--- src/rtl/cid_pkg.sv ---
package cid_pkg;
    localparam int CI_W   = 6;
    localparam int STAT_W = 6;
    localparam int SIG_W  = STAT_W + 2;
    localparam int GP_W   = 2;

    // downstream command bit positions
    localparam int DN_RING = 5;
    localparam int DN_CONV = 4;
    localparam int DN_TIM  = 3;
    localparam int DN_IO1  = 2;
    localparam int DN_IO2  = 1;
    localparam int DN_O1   = 0;

    typedef enum logic {DN_EMPTY, DN_ARMED}   dn_state_t;
    typedef enum logic {UP_SETTLED, UP_FRESH} up_state_t;
endpackage

--- src/rtl/cid_dn_filter.sv ---
module cid_dn_filter
    import cid_pkg::*;
#(
    parameter int W = CI_W
) (
    input  logic         clk,
    input  logic         rst_n,
    input  logic         frame_stb,
    input  logic [W-1:0] din,
    output logic [W-1:0] cmd
);
    dn_state_t    state_q, state_d;
    logic [W-1:0] last_q, last_d;
    logic [W-1:0] cmd_q, cmd_d;

    always_ff @(posedge clk or negedge rst_n) begin
        if (!rst_n) begin
            state_q <= DN_EMPTY;
            last_q  <= '0;
            cmd_q   <= '0;
        end else begin
            state_q <= state_d;
            last_q  <= last_d;
            cmd_q   <= cmd_d;
        end
    end

    always_comb begin
        state_d = state_q;
        last_d  = last_q;
        cmd_d   = cmd_q;
        unique case (state_q)
            DN_EMPTY: begin
                if (frame_stb) begin
                    last_d  = din;
                    state_d = DN_ARMED;
                end
            end
            DN_ARMED: begin
                if (frame_stb) begin
                    last_d = din;
                    if (din == last_q) cmd_d = din;
                end
            end
            default: state_d = DN_EMPTY;
        endcase
    end

    assign cmd = cmd_q;
endmodule

--- src/rtl/cid_up_hold.sv ---
module cid_up_hold
    import cid_pkg::*;
#(
    parameter int W = CI_W
) (
    input  logic         clk,
    input  logic         rst_n,
    input  logic         frame_stb,
    input  logic [W-1:0] cand,
    output logic [W-1:0] up
);
    up_state_t    state_q, state_d;
    logic [W-1:0] up_q, up_d;

    always_ff @(posedge clk or negedge rst_n) begin
        if (!rst_n) begin
            state_q <= UP_SETTLED;
            up_q    <= '0;
        end else begin
            state_q <= state_d;
            up_q    <= up_d;
        end
    end

    always_comb begin
        state_d = state_q;
        up_d    = up_q;
        unique case (state_q)
            UP_SETTLED: begin
                if (frame_stb && (cand != up_q)) begin
                    up_d    = cand;
                    state_d = UP_FRESH;
                end
            end
            UP_FRESH: begin
                if (frame_stb) state_d = UP_SETTLED;
            end
            default: state_d = UP_SETTLED;
        endcase
    end

    assign up = up_q;
endmodule

--- src/rtl/cid_sig_reg.sv ---
module cid_sig_reg
    import cid_pkg::*;
#(
    parameter int N = STAT_W
) (
    input  logic         clk,
    input  logic         rst_n,
    input  logic [N-1:0] stat,
    input  logic         mask_we,
    input  logic [N-1:0] mask_wdata,
    input  logic         rd,
    output logic [N+1:0] rdata,
    output logic         sum
);
    logic [N-1:0] sig_q;
    logic [N-1:0] mask_q;
    logic         sum_q;
    logic [N-1:0] toggled;

    assign toggled = (stat ^ sig_q) & ~mask_q;

    always_ff @(posedge clk or negedge rst_n) begin
        if (!rst_n) begin
            sig_q  <= '0;
            mask_q <= '1;
            sum_q  <= 1'b0;
        end else begin
            sig_q <= stat;
            if (mask_we) mask_q <= mask_wdata;
            if (|toggled)  sum_q <= 1'b1;
            else if (rd)   sum_q <= 1'b0;
        end
    end

    assign rdata = {sig_q, 2'b00};
    assign sum   = sum_q;
endmodule

--- src/rtl/cid_channel.sv ---
module cid_channel
    import cid_pkg::*;
(
    input  logic              clk,
    input  logic              rst_n,
    input  logic              frame_stb,
    input  logic [CI_W-1:0]   ci_down,
    output logic [CI_W-1:0]   ci_up,
    output logic              ring_en,
    output logic              conv_en,
    output logic              tim_en,
    output logic [GP_W-1:0]   gp_out,
    output logic [GP_W-1:0]   gp_oe,
    input  logic [GP_W-1:0]   gp_in,
    output logic              o1_out,
    input  logic              i1_in,
    input  logic              hook_in,
    input  logic              gndk_in,
    input  logic              halfbat_in,
    input  logic              ilim_in,
    input  logic              otemp_in,
    input  logic              clkfail_in,
    input  logic              mask_we,
    input  logic [STAT_W-1:0] mask_wdata,
    input  logic              dir_we,
    input  logic [GP_W-1:0]   dir_wdata,
    input  logic              sig_rd,
    output logic [SIG_W-1:0]  sig_rdata,
    output logic              sum_flag
);
    logic [CI_W-1:0] cmd;
    logic [CI_W-1:0] cand;
    logic [GP_W-1:0] oe_q;
    logic [GP_W-1:0] gp_up;

    cid_dn_filter #(.W(CI_W)) u_dn (
        .clk(clk), .rst_n(rst_n), .frame_stb(frame_stb),
        .din(ci_down), .cmd(cmd)
    );

    assign ring_en = cmd[DN_RING];
    assign conv_en = cmd[DN_CONV];
    assign tim_en  = cmd[DN_TIM];
    assign gp_out  = {cmd[DN_IO1], cmd[DN_IO2]};
    assign o1_out  = cmd[DN_O1];

    always_ff @(posedge clk or negedge rst_n) begin
        if (!rst_n)      oe_q <= '0;
        else if (dir_we) oe_q <= dir_wdata;
    end
    assign gp_oe = oe_q;

    genvar g;
    generate
        for (g = 0; g < GP_W; g++) begin : g_gp
            assign gp_up[g] = oe_q[g] | gp_in[g];
        end
    endgenerate

    cid_sig_reg #(.N(STAT_W)) u_sig (
        .clk(clk), .rst_n(rst_n),
        .stat({hook_in, gndk_in, halfbat_in, ilim_in, otemp_in, clkfail_in}),
        .mask_we(mask_we), .mask_wdata(mask_wdata),
        .rd(sig_rd), .rdata(sig_rdata), .sum(sum_flag)
    );

    assign cand = {hook_in, gndk_in, sum_flag, gp_up, i1_in};

    cid_up_hold #(.W(CI_W)) u_up (
        .clk(clk), .rst_n(rst_n), .frame_stb(frame_stb),
        .cand(cand), .up(ci_up)
    );
endmodule

--- config.mk ---
export PLATFORM = sky130hd
export DESIGN_NAME = cid_channel
export DESIGN_NICKNAME = d
export VERILOG_FILES = /design/src/rtl/cid_pkg.sv /design/src/rtl/cid_dn_filter.sv /design/src/rtl/cid_up_hold.sv /design/src/rtl/cid_sig_reg.sv /design/src/rtl/cid_channel.sv
export SDC_FILE = /design/constraint.sdc
export NUM_CORES = 1
export LEC_CHECK = 0
export BUFFER_PORTS_ARGS = -buffer_cell sky130_fd_sc_hd__buf_2
export CAP_MARGIN = 20
export CELL_PAD_IN_SITES_DETAIL_PLACEMENT = 1
export CELL_PAD_IN_SITES_GLOBAL_PLACEMENT = 1
export CORE_MARGIN = 2
export CORE_UTILIZATION = 30
export CTS_BUF_LIST = sky130_fd_sc_hd__clkbuf_4 sky130_fd_sc_hd__clkbuf_8
export DETAILED_ROUTE_END_ITERATION = 16
export PLACE_DENSITY = 0.71
export SYNTH_ARGS = -nofsm -noshare
export SYNTH_HDL_FRONTEND = slang
export SYNTH_SLANG_ARGS = --single-unit
--- constraint.sdc ---
create_clock -name clk -period 2.7 [get_ports clk]
set_input_delay 0.405 -clock clk [delete_from_list [all_inputs] [get_ports clk]]
set_output_delay 0.405 -clock clk [all_outputs]
set_load 0.01 [all_outputs]
# ---- Word-level counts from Yosys, hierarchy flattened
# Index checks and enable logic that the tools add are counted.
dict set report totals {
  register_bits 35
  input_bits 29
  out_inout_bits 23
  wordCells 30
}
dict set report classes {
  n_eq_ne 2
  n_mux 8
  bitwise_logic 6
  n_reduce_logical 5
}
# cell count
set op_table {}
lappend op_table {{bitwise AND 6 bit} 1}
lappend op_table {{== test 6 bit} 1}
lappend op_table {{2-to-1 mux 1 bit} 6}
lappend op_table {{2-to-1 mux 6 bit} 1}
lappend op_table {{!= test 6 bit} 1}
lappend op_table {{NOT 6 bit} 1}
lappend op_table {{OR reduction 6 bit} 1}
lappend op_table {{bitwise XOR 6 bit} 1}
lappend op_table {{AND reduction 3 bit} 1}
lappend op_table {{bitwise OR 1 bit} 2}
lappend op_table {{one-hot mux 1 bit (2 select lines)} 1}
lappend op_table {{AND reduction 2 bit} 1}
lappend op_table {{nonzero test 2 bit} 1}
lappend op_table {{logical AND 1 bit} 1}
lappend op_table {{NOT 1 bit} 1}

# ---- Logic depth before layout (Yosys ltp)
# Gate-level depths: netlist of run 1.
dict set report logic_depth {
  ltp_word 5
  ltp_mapped 5
  ltp_nobuf 4
}

# ---- Hierarchy
# From an unflattened synthesis of run 1, not the netlist that was laid out.
dict set report hier_totals {
  cells_unflattened 113
  hier_area_um2 1549.0
}
# module instances cells_per_inst area_per_inst_um2 seq_area_each_um2
set modules_own_cells {}
lappend modules_own_cells {cid_dn_filter 1 43 583.1 325.3}
lappend modules_own_cells {cid_sig_reg 1 40 514.2 332.8}
lappend modules_own_cells {cid_up_hold 1 24 366.6 175.2}
lappend modules_own_cells {cid_channel 1 6 85.1 50.0}

# ---- Worst setup path before layout of run 1
# Ideal clock, no wire load.
dict set report synth_path {
  path_kind {input -> register}
  from {input frame_stb}
  to {register u_dn.cmd_q[0] (netlist: u_dn.cmd[0])}
  setup_time_ns 0.125
  t_arrival_ns 1.336
  required_ns 2.575
  setup_slack_ns 1.239
  stages 5
  path_buffers 1
  path_cell_list {buf_4 -> nand2_1 -> nor4_2 -> nand4_2 -> mux2_2}
}
dict set report synth_via {
  elab_chain_len 1
}
# element line_no
set synth_lines {}
lappend synth_lines {{start: declaration} cid_channel.sv:6} ;# input logic frame_stb,
lappend synth_lines {{AND reduction 3 bit (no line)} --}
lappend synth_lines {{end signal: assignment} cid_dn_filter.sv:24} ;# cmd_q <= cmd_d;
lappend synth_lines {{end: declaration} cid_dn_filter.sv:14} ;# logic [W-1:0] cmd_q, cmd_d;
# No other way between the ends.
# A chain may end at the register's enable or synchronous reset.

# ---- Worst setup path after layout of run 1
dict set report layout_path {
  from {register u_dn.last_q[5]}
  to {register u_dn.cmd_q[1] (netlist: u_dn.cmd[1])}
}
dict set report layout_via {
  elab_chain_len 2
}
# element line_no
set layout_lines {}
lappend layout_lines {{start: declaration} cid_dn_filter.sv:13} ;# logic [W-1:0] last_q, last_d;
lappend layout_lines {{start signal: assignment} cid_dn_filter.sv:23} ;# last_q <= last_d;
lappend layout_lines {{== test 6 bit} cid_dn_filter.sv:42} ;# if (din == last_q) cmd_d = din;
lappend layout_lines {{AND reduction 3 bit (no line)} --}
# No other way between the ends.

==> results by group, run 1 <==
Outcome
  • Status: finished clean

Timing
  • Fmax: 649 MHz
  • Setup WS post-layout: 1160 ps
  • Final Setup Violations: 0
  • Actual transition at the worst max-transition pin: 766 ps
  • RSZ-0062 raised after global routing: no
  • Slew Limit Fails: 0
  • Max-Slew Margin vs Limit: 48.9%
  • Final worst path period share: 57.1%
  • Final setup TNS: 0 ps
  • Clk_skew: 4.26 ps
  • Min Tclk post-route: 1540 ps
  • Final hold violations: 0

Clocking
  • Clk root buf: clkbuf_8
  • TritonCTS clock tree: done
  • Clock buffer depth: 2
  • Max H-tree Level: 2
  • Clk Latency, worst-skew pair: 280 ps
  • CTS sink cnt: 35
  • Cts repair resizes: 0
  • Postcts setup bufs: 0
  • Clock buffer count from CTS: 5
  • Worst-path clk slew: 60 ps
  • Hold-fix buffers at CTS: 0

Power and ir drop
  • Sw Share: 27.4%
  • VDD IR max: 0.000286 V
  • Comb power frac: 21.4%
  • Net Sw Power: 364 uW
  • P_int: 967 uW
  • Seq pwr share: 50.2%
  • Clock Power Share: 28.4%
  • Pleak: 0.000861 uW
  • Pwr/cell area: 716 nW/um2

Drt
  • Total iterations of the first detailed-routing run: 4
  • Final wirelength: 2910 um
  • Via count: 986
  • ANT nets after route: 0
  • Initial DRC count: 11
  • Vias/cell: 4.38
  • Post-route DRC: 0
  • WL per Instance: 12.9 um

Synth
  • Top FF cell, synth: dfrtp_1
  • Post-synth ARST share: 100%
  • Synth Register Bits: 35
  • Post-synth EDFFs: 0
  • Gate count after technology mapping: 105
  • Ranking of synthesized cells by area: dfrtp_1 (49%), mux2_2 (18%), dfstp_2 (11%), xnor2_1 (9.0%), xor2_1 (1.8%)
  • Top-count cell post-synth: dfrtp_1
  • Yosys warns: 0
  • Post-synth cell types: 21
  • Sequential fraction of the synthesis area: 60.2%
  • Commonest cells post-synth: dfrtp_1 (29), mux2_2 (23), xnor2_1 (15), dfstp_2 (6), o21ai_0 (5)
  • Mapped Area: 1470 um2
  • Leading area contributor after synthesis: dfrtp_1
  • Post-synth top area share: 49.4%
  • Post-Syn Area per Cell: 14.0 um2

Layout
  • Ant. Diodes: 0
  • P&R area growth vs syn: 26.7%
  • Share of layout cells above drive strength 1: 56.3%
  • Non-filler cells in the finished layout: 225
  • Final-stage net count: 186
  • Final core occ: 39.4%

Critical path
  • Worst path depth: 4
  • Worst setup EP type: register
  • WP data required: 2860 ps
  • Worst-path fanout max: 6
  • Worst R2R End: u_dn.cmd[1]$_DFFE_PN0P_
  • Max incr delay on CP: 390 ps
  • CP Cell Sequence: xor2_1, nor4_2, nand4_2, mux2_2
  • R2R depth: 4
  • WP buf/inv: 0
  • Slowest library cell on the worst path: dfrtp_1
  • Crit-path leading delay family: simple AND/OR/NAND/NOR gates
  • WP data arrival: 1700 ps
  • CP Class: reg2reg
  • Reg2reg setup slack: 1160 ps
  • Reg-to-Reg Start: u_dn.last_q[5]$_DFFE_PN0P_
  • Startpoint types: register

GRT
  • Initial antenna violation count: 0
  • First-pass GRT wire length: 4880 um
  • GRT Util Overall: 12.1%
  • Largest net degree at the start of global routing: 36
  • Vias in the first global route: 1049
  • GR Overflow Total: 0

Floorplan
  • Initial Util: 31.1%
  • Core footprint: 4720 um2
  • # IOs: 52
  • Rows: 25
  • Die width: 73.9 um
  • Die Span Y: 73.9 um
  • Die ar.: 5470 um2

Place
  • Placer Congestion: 0.779
  • Pre-CTS WS: 1010 ps
  • Cells after DPL: 217
  • Detail Placement HPWL: 2260 um
  • Port Buffers: 49

Job
  • Number of max-cap violations: 0

Hold path
  • Hold Path Class: in2async
[registers in the layout (all words and copies together), names as in the netlist]
register      cells
u_sig.mask_q      6
u_dn.state_q      1
u_up.state_q      1
u_sig.sum         1
gp_oe             2
u_up.up           6
u_dn.cmd          6
u_sig.sig_q       6
u_dn.last_q       6
[through the flow]
stage,total power [uW],instance area (um2),hold WS [ps]
after CTS,1360,1860,231
after global placement,957,1770,467
final,1330,1860,199
after floorplan,842,1470,109
after global routing,1430,1860,234
after detailed placement,973,1770,464
[power groups by stage]
stage          logic, uW  registers, uW  clock network (uW)
2_1_floorplan        140            703                   0
3_3_place_gp         285            672                   0
3_5_place_dp         293            681                   0
4_1_cts              294            671                 399
5_1_grt              320            683                 423
6_report             285            669                 377
[cells by family (layout without fill, tap and decap cells)]
| logic type | after synthesis | count (layout) | synth area share [%] |
|---|---|---|---|
| DFF | 35 | 35 | 60.2 |
| muxes | 23 | 23 | 17.6 |
| xor gates and xnor gates | 18 | 18 | 10.7 |
| and+or+nand+nor | 14 | 14 | 5.71 |
| AOI/OAI and AO/OA | 8 | 8 | 3.15 |
| buffers and inverters | 6 | 58 | 2.30 |
| other | 1 | 2 | 0.256 |
[layout make-up]
cell class | instances | area (um2)
Timing Repair Buffer | 49 | 245
Clock inverter | 1 | 5.00
Sequential cell | 35 | 883
Tap cell | 67 | 83.8
Fill cell | 546 | 2860
Clock buffer | 7 | 83.8
Inverter | 1 | 3.75
Multi-Input combinational cell | 65 | 554
[cell usage in the layout (no fill, tap or decap), drive strengths merged]
| cell type | n |
|---|---|
| buf | 49 |
| mux2 | 23 |
| conb | 2 |
| or2 | 1 |
| inv | 1 |
| clkinv | 1 |
| nand2 | 4 |
| nor3 | 1 |
| o22ai | 2 |
| o22a | 1 |
| dfstp | 6 |
| dfrtp | 29 |
| or3 | 1 |
| clkbuf | 7 |
| o21ai | 5 |
| nor4 | 1 |
| xor2 | 3 |
| nand4 | 2 |
| nand2b | 2 |
| xnor2 | 15 |
| nor2 | 2 |
[worst reg2reg max path, delay by kind of cell, from the launching register on]
family           cells  cell delay (ps)
flip-flops           1              390
XOR/XNOR             1              180
multiplexers         1              330
AND/OR/NAND/NOR      2              540
[worst max-delay path by stage]
stage                               start                      end
2_1_floorplan                   frame_stb  u_dn.cmd[0]$_DFFE_PN0P_
3_3_place_gp                   ci_down[5]  u_dn.cmd[2]$_DFFE_PN0P_
3_5_place_dp                   ci_down[5]  u_dn.cmd[1]$_DFFE_PN0P_
4_1_cts        u_dn.last_q[5]$_DFFE_PN0P_  u_dn.cmd[1]$_DFFE_PN0P_
5_1_grt        u_dn.last_q[5]$_DFFE_PN0P_  u_dn.cmd[3]$_DFFE_PN0P_
6_report       u_dn.last_q[5]$_DFFE_PN0P_  u_dn.cmd[1]$_DFFE_PN0P_
[metal layers]
layer  GRT usage, %  vias to the layer above  share of wire, %
met5              0                        -                 0
met4           4.24                        0               1.2
met2           20.5                       35                51
li1               -                      454                 -
met1           13.8                      492                40
met3           4.74                        5               7.9
No activity file was read; power rests on OpenSTA's default activity.
==> run 2, diff against run 1 <==
- ABC_AREA: unset -> 1
- PLACE_DENSITY: 0.71 -> 0.74
- clock period: 2.7 -> 1.57 ns (I/O delays scaled with it)
==> run 2 against run 1 <==
Total power is 87% higher. Clock-buffer cell count fell by 2. Combinational power is 89% higher. Largest power group unchanged. Critical path type unchanged. Largest cell class unchanged. Highest routed layer unchanged. Global-route usage grew 1.6 points.
==> results by group, run 2 <==
Critical path
  • CP Class: reg2reg
  • Worst setup EP type: register
  • CP Cell Sequence: inv_1, nand2_1, nand2_1, nand2_1, nor2_1, nand2_2, nand2_2, nand2_1
  • Most used cell, CP: nand2_1
  • R2R depth: 8
  • Max incr delay on CP: 380 ps
  • Slowest library cell on the worst path: dfrtp_1
  • WP data arrival: 1440 ps
  • WP data required: 1740 ps
  • Worst-path fanout max: 7
  • Worst R2R End: u_up.state_q$_DFF_PN0_
  • Startpoint types: register
  • Reg-to-Reg Start: gp_oe[0]$_DFFE_PN0P_
  • WP buf/inv: 1
  • Reg2reg setup slack: 300 ps
  • Crit-path leading delay family: simple AND/OR/NAND/NOR gates

Timing
  • Clk_skew: 3.94 ps
  • Setup WS post-layout: 303 ps
  • Fmax: 789 MHz
  • Final Setup Violations: 0
  • Final setup TNS: 0 ps
  • Final hold violations: 0
  • Final worst path period share: 80.7%
  • Min Tclk post-route: 1270 ps
  • RSZ-0062 raised after global routing: no
  • Slew Limit Fails: 0

Drt
  • Vias/cell: 4.34
  • Post-route DRC: 0
  • WL per Instance: 12.2 um
  • ANT nets after route: 0
  • Final wirelength: 3670 um
  • Total iterations of the first detailed-routing run: 3
  • Initial DRC count: 30
  • Via count: 1312

Synth
  • Mapped Area: 1570 um2
  • Commonest cells post-synth: nand2_1 (68), dfrtp_1 (29), inv_1 (18), nand3_1 (11)
  • Top FF cell, synth: dfrtp_1
  • Sequential fraction of the synthesis area: 56.2%
  • Post-synth ARST share: 100%
  • Top-count cell post-synth: nand2_1
  • Post-synth top area share: 46.2%
  • Gate count after technology mapping: 177
  • Ranking of synthesized cells by area: dfrtp_1 (46%), nand2_1 (16%), dfstp_2 (10%), xnor2_1 (4.5%), inv_1 (4.3%)
  • Post-Syn Area per Cell: 8.88 um2
  • Synth Register Bits: 35
  • Leading area contributor after synthesis: dfrtp_1
  • Yosys warns: 0
  • Post-synth cell types: 21
  • Post-synth EDFFs: 0

GRT
  • First-pass GRT wire length: 6380 um
  • Gr busiest metal: met2
  • GRT Util Overall: 13.7%
  • GR Util met3: 4.86%
  • GRT met2 Usage: 24.1%
  • Largest net degree at the start of global routing: 36
  • Vias in the first global route: 1386
  • M1 GR Usage: 15.4%
  • GR Overflow Total: 0
  • Initial antenna violation count: 0

Layout
  • Final core occ: 39.6%
  • Most frequent cells in the layout: nand2_1 (68), buf_2 (49), dfrtp_1 (29)
  • Share of layout cells above drive strength 1: 32.8%
  • Most common cell after layout, fill and taps aside: nand2_1
  • Final-stage net count: 261
  • Ant. Diodes: 0
  • P&R area growth vs syn: 27.9%

Floorplan
  • Die width: 76.4 um
  • Die Span Y: 76.4 um
  • # IOs: 52
  • Initial Util: 31.0%
  • Core footprint: 5070 um2
  • Rows: 26
  • Die ar.: 5830 um2

Power and ir drop
  • VDD IR max: 0.000501 V
  • Pwr Total: 2490 uW
  • Pleak: 0.00107 uW
  • Pwr/cell area: 1240 nW/um2

Place
  • Port Buffers: 49
  • Pre-CTS WS: 265 ps
  • Detail Placement HPWL: 2830 um
  • Placer Congestion: 0.738

Hold path
  • Terminating pin of the worst hold path: u_sig.sig_q[2]$_DFF_PN0_
  • Hold depth: 1
  • Hold Path Class: in2reg
  • Hold path start: ilim_in

Outcome
  • Status: finished clean

Clocking
  • Worst-path clk slew: 70 ps
  • Cts repair resizes: 0
  • Clk Latency, worst-skew pair: 290 ps
  • Max H-tree Level: 2
  • TritonCTS clock tree: done
  • Clock buffer count from CTS: 5
  • CTS sink cnt: 35
  • Clock buffer depth: 2
  • Clk root buf: clkbuf_8

Job
  • Number of max-cap violations: 0
==> run 2: worst reg2reg max path, cell delays in order (launching register included) <==
cell and delay, ps:
dfrtp_1 380, inv_1 90, nand2_1 80, nand2_1 70
nand2_1 50, nor2_1 120, nand2_2 130, nand2_2 160
nand2_1 70
==> run 2: worst max path at each step <==
stage          slack [ps]  cells after the start                 start                endpoint
3_5_place_dp          260                      8  gp_oe[0]$_DFFE_PN0P_  u_up.state_q$_DFF_PN0_
3_3_place_gp          310                      8  gp_oe[0]$_DFFE_PN0P_  u_up.state_q$_DFF_PN0_
6_report              300                      8  gp_oe[0]$_DFFE_PN0P_  u_up.state_q$_DFF_PN0_
5_1_grt               110                      9  gp_oe[0]$_DFFE_PN0P_  u_up.up[3]$_DFFE_PN0P_
4_1_cts               250                      8  gp_oe[0]$_DFFE_PN0P_  u_up.state_q$_DFF_PN0_
2_1_floorplan         440                      8  gp_oe[0]$_DFFE_PN0P_  u_up.state_q$_DFF_PN0_
==> run 2: routing by layer <==
layer	vias up	routed length [um]
met5	-	0
li1	649	-
met4	0	43
met3	6	216
met2	31	1930
met1	626	1480
==> run 2: repair_timing <==
action,CTS,global route
endpoints found under the hold margin,29,0
hold buffers,1,0
buffers inserted,0,0
==> run 2: stage by stage <==
stage | hold WS [ps] | cells | instance area (um2)
6_report | 74.0 | 302 | 2010
5_1_grt | 68.6 | 302 | 2010
4_1_cts | 61.5 | 302 | 2010
3_5_place_dp | 304 | 294 | 1890
3_3_place_gp | 302 | 294 | 1890
2_1_floorplan | -60.1 | 178 | 1580
==> run 2: kinds of logic (layout without fill, tap and decap cells) <==
group                     after synthesis  in the layout  share of synthesized area, %
xor gates and xnor gates               10             10                          5.57
other                                   1              2                         0.239
muxes                                   5              5                          3.58
AOI/OAI and AO/OA                      13             13                          4.30
buffers and inverters                  23             77                          5.97
DFF                                    35             35                          56.2
and+or+nand+nor                        90             90                          24.1
==> run 2: cell type report <==
type / instances / area (um2)
inverters: 19 / 71.3
multi-input cells: 120 / 598
well taps: 70 / 87.6
repair buffers: 51 / 263
fillers: 629 / 3070
flip-flops and latches: 35 / 883
clock inverters: 2 / 37.5
clock buffers: 5 / 68.8
==> run 2: report_power, final <==
group	leakage, uW	internal [uW]	total, uW	switching [uW]
logic	0.000608	228	538	310
registers	0.000412	1050	1150	95.8
clock network	0.0000502	464	800	336
total	0.00107	1750	2490	741
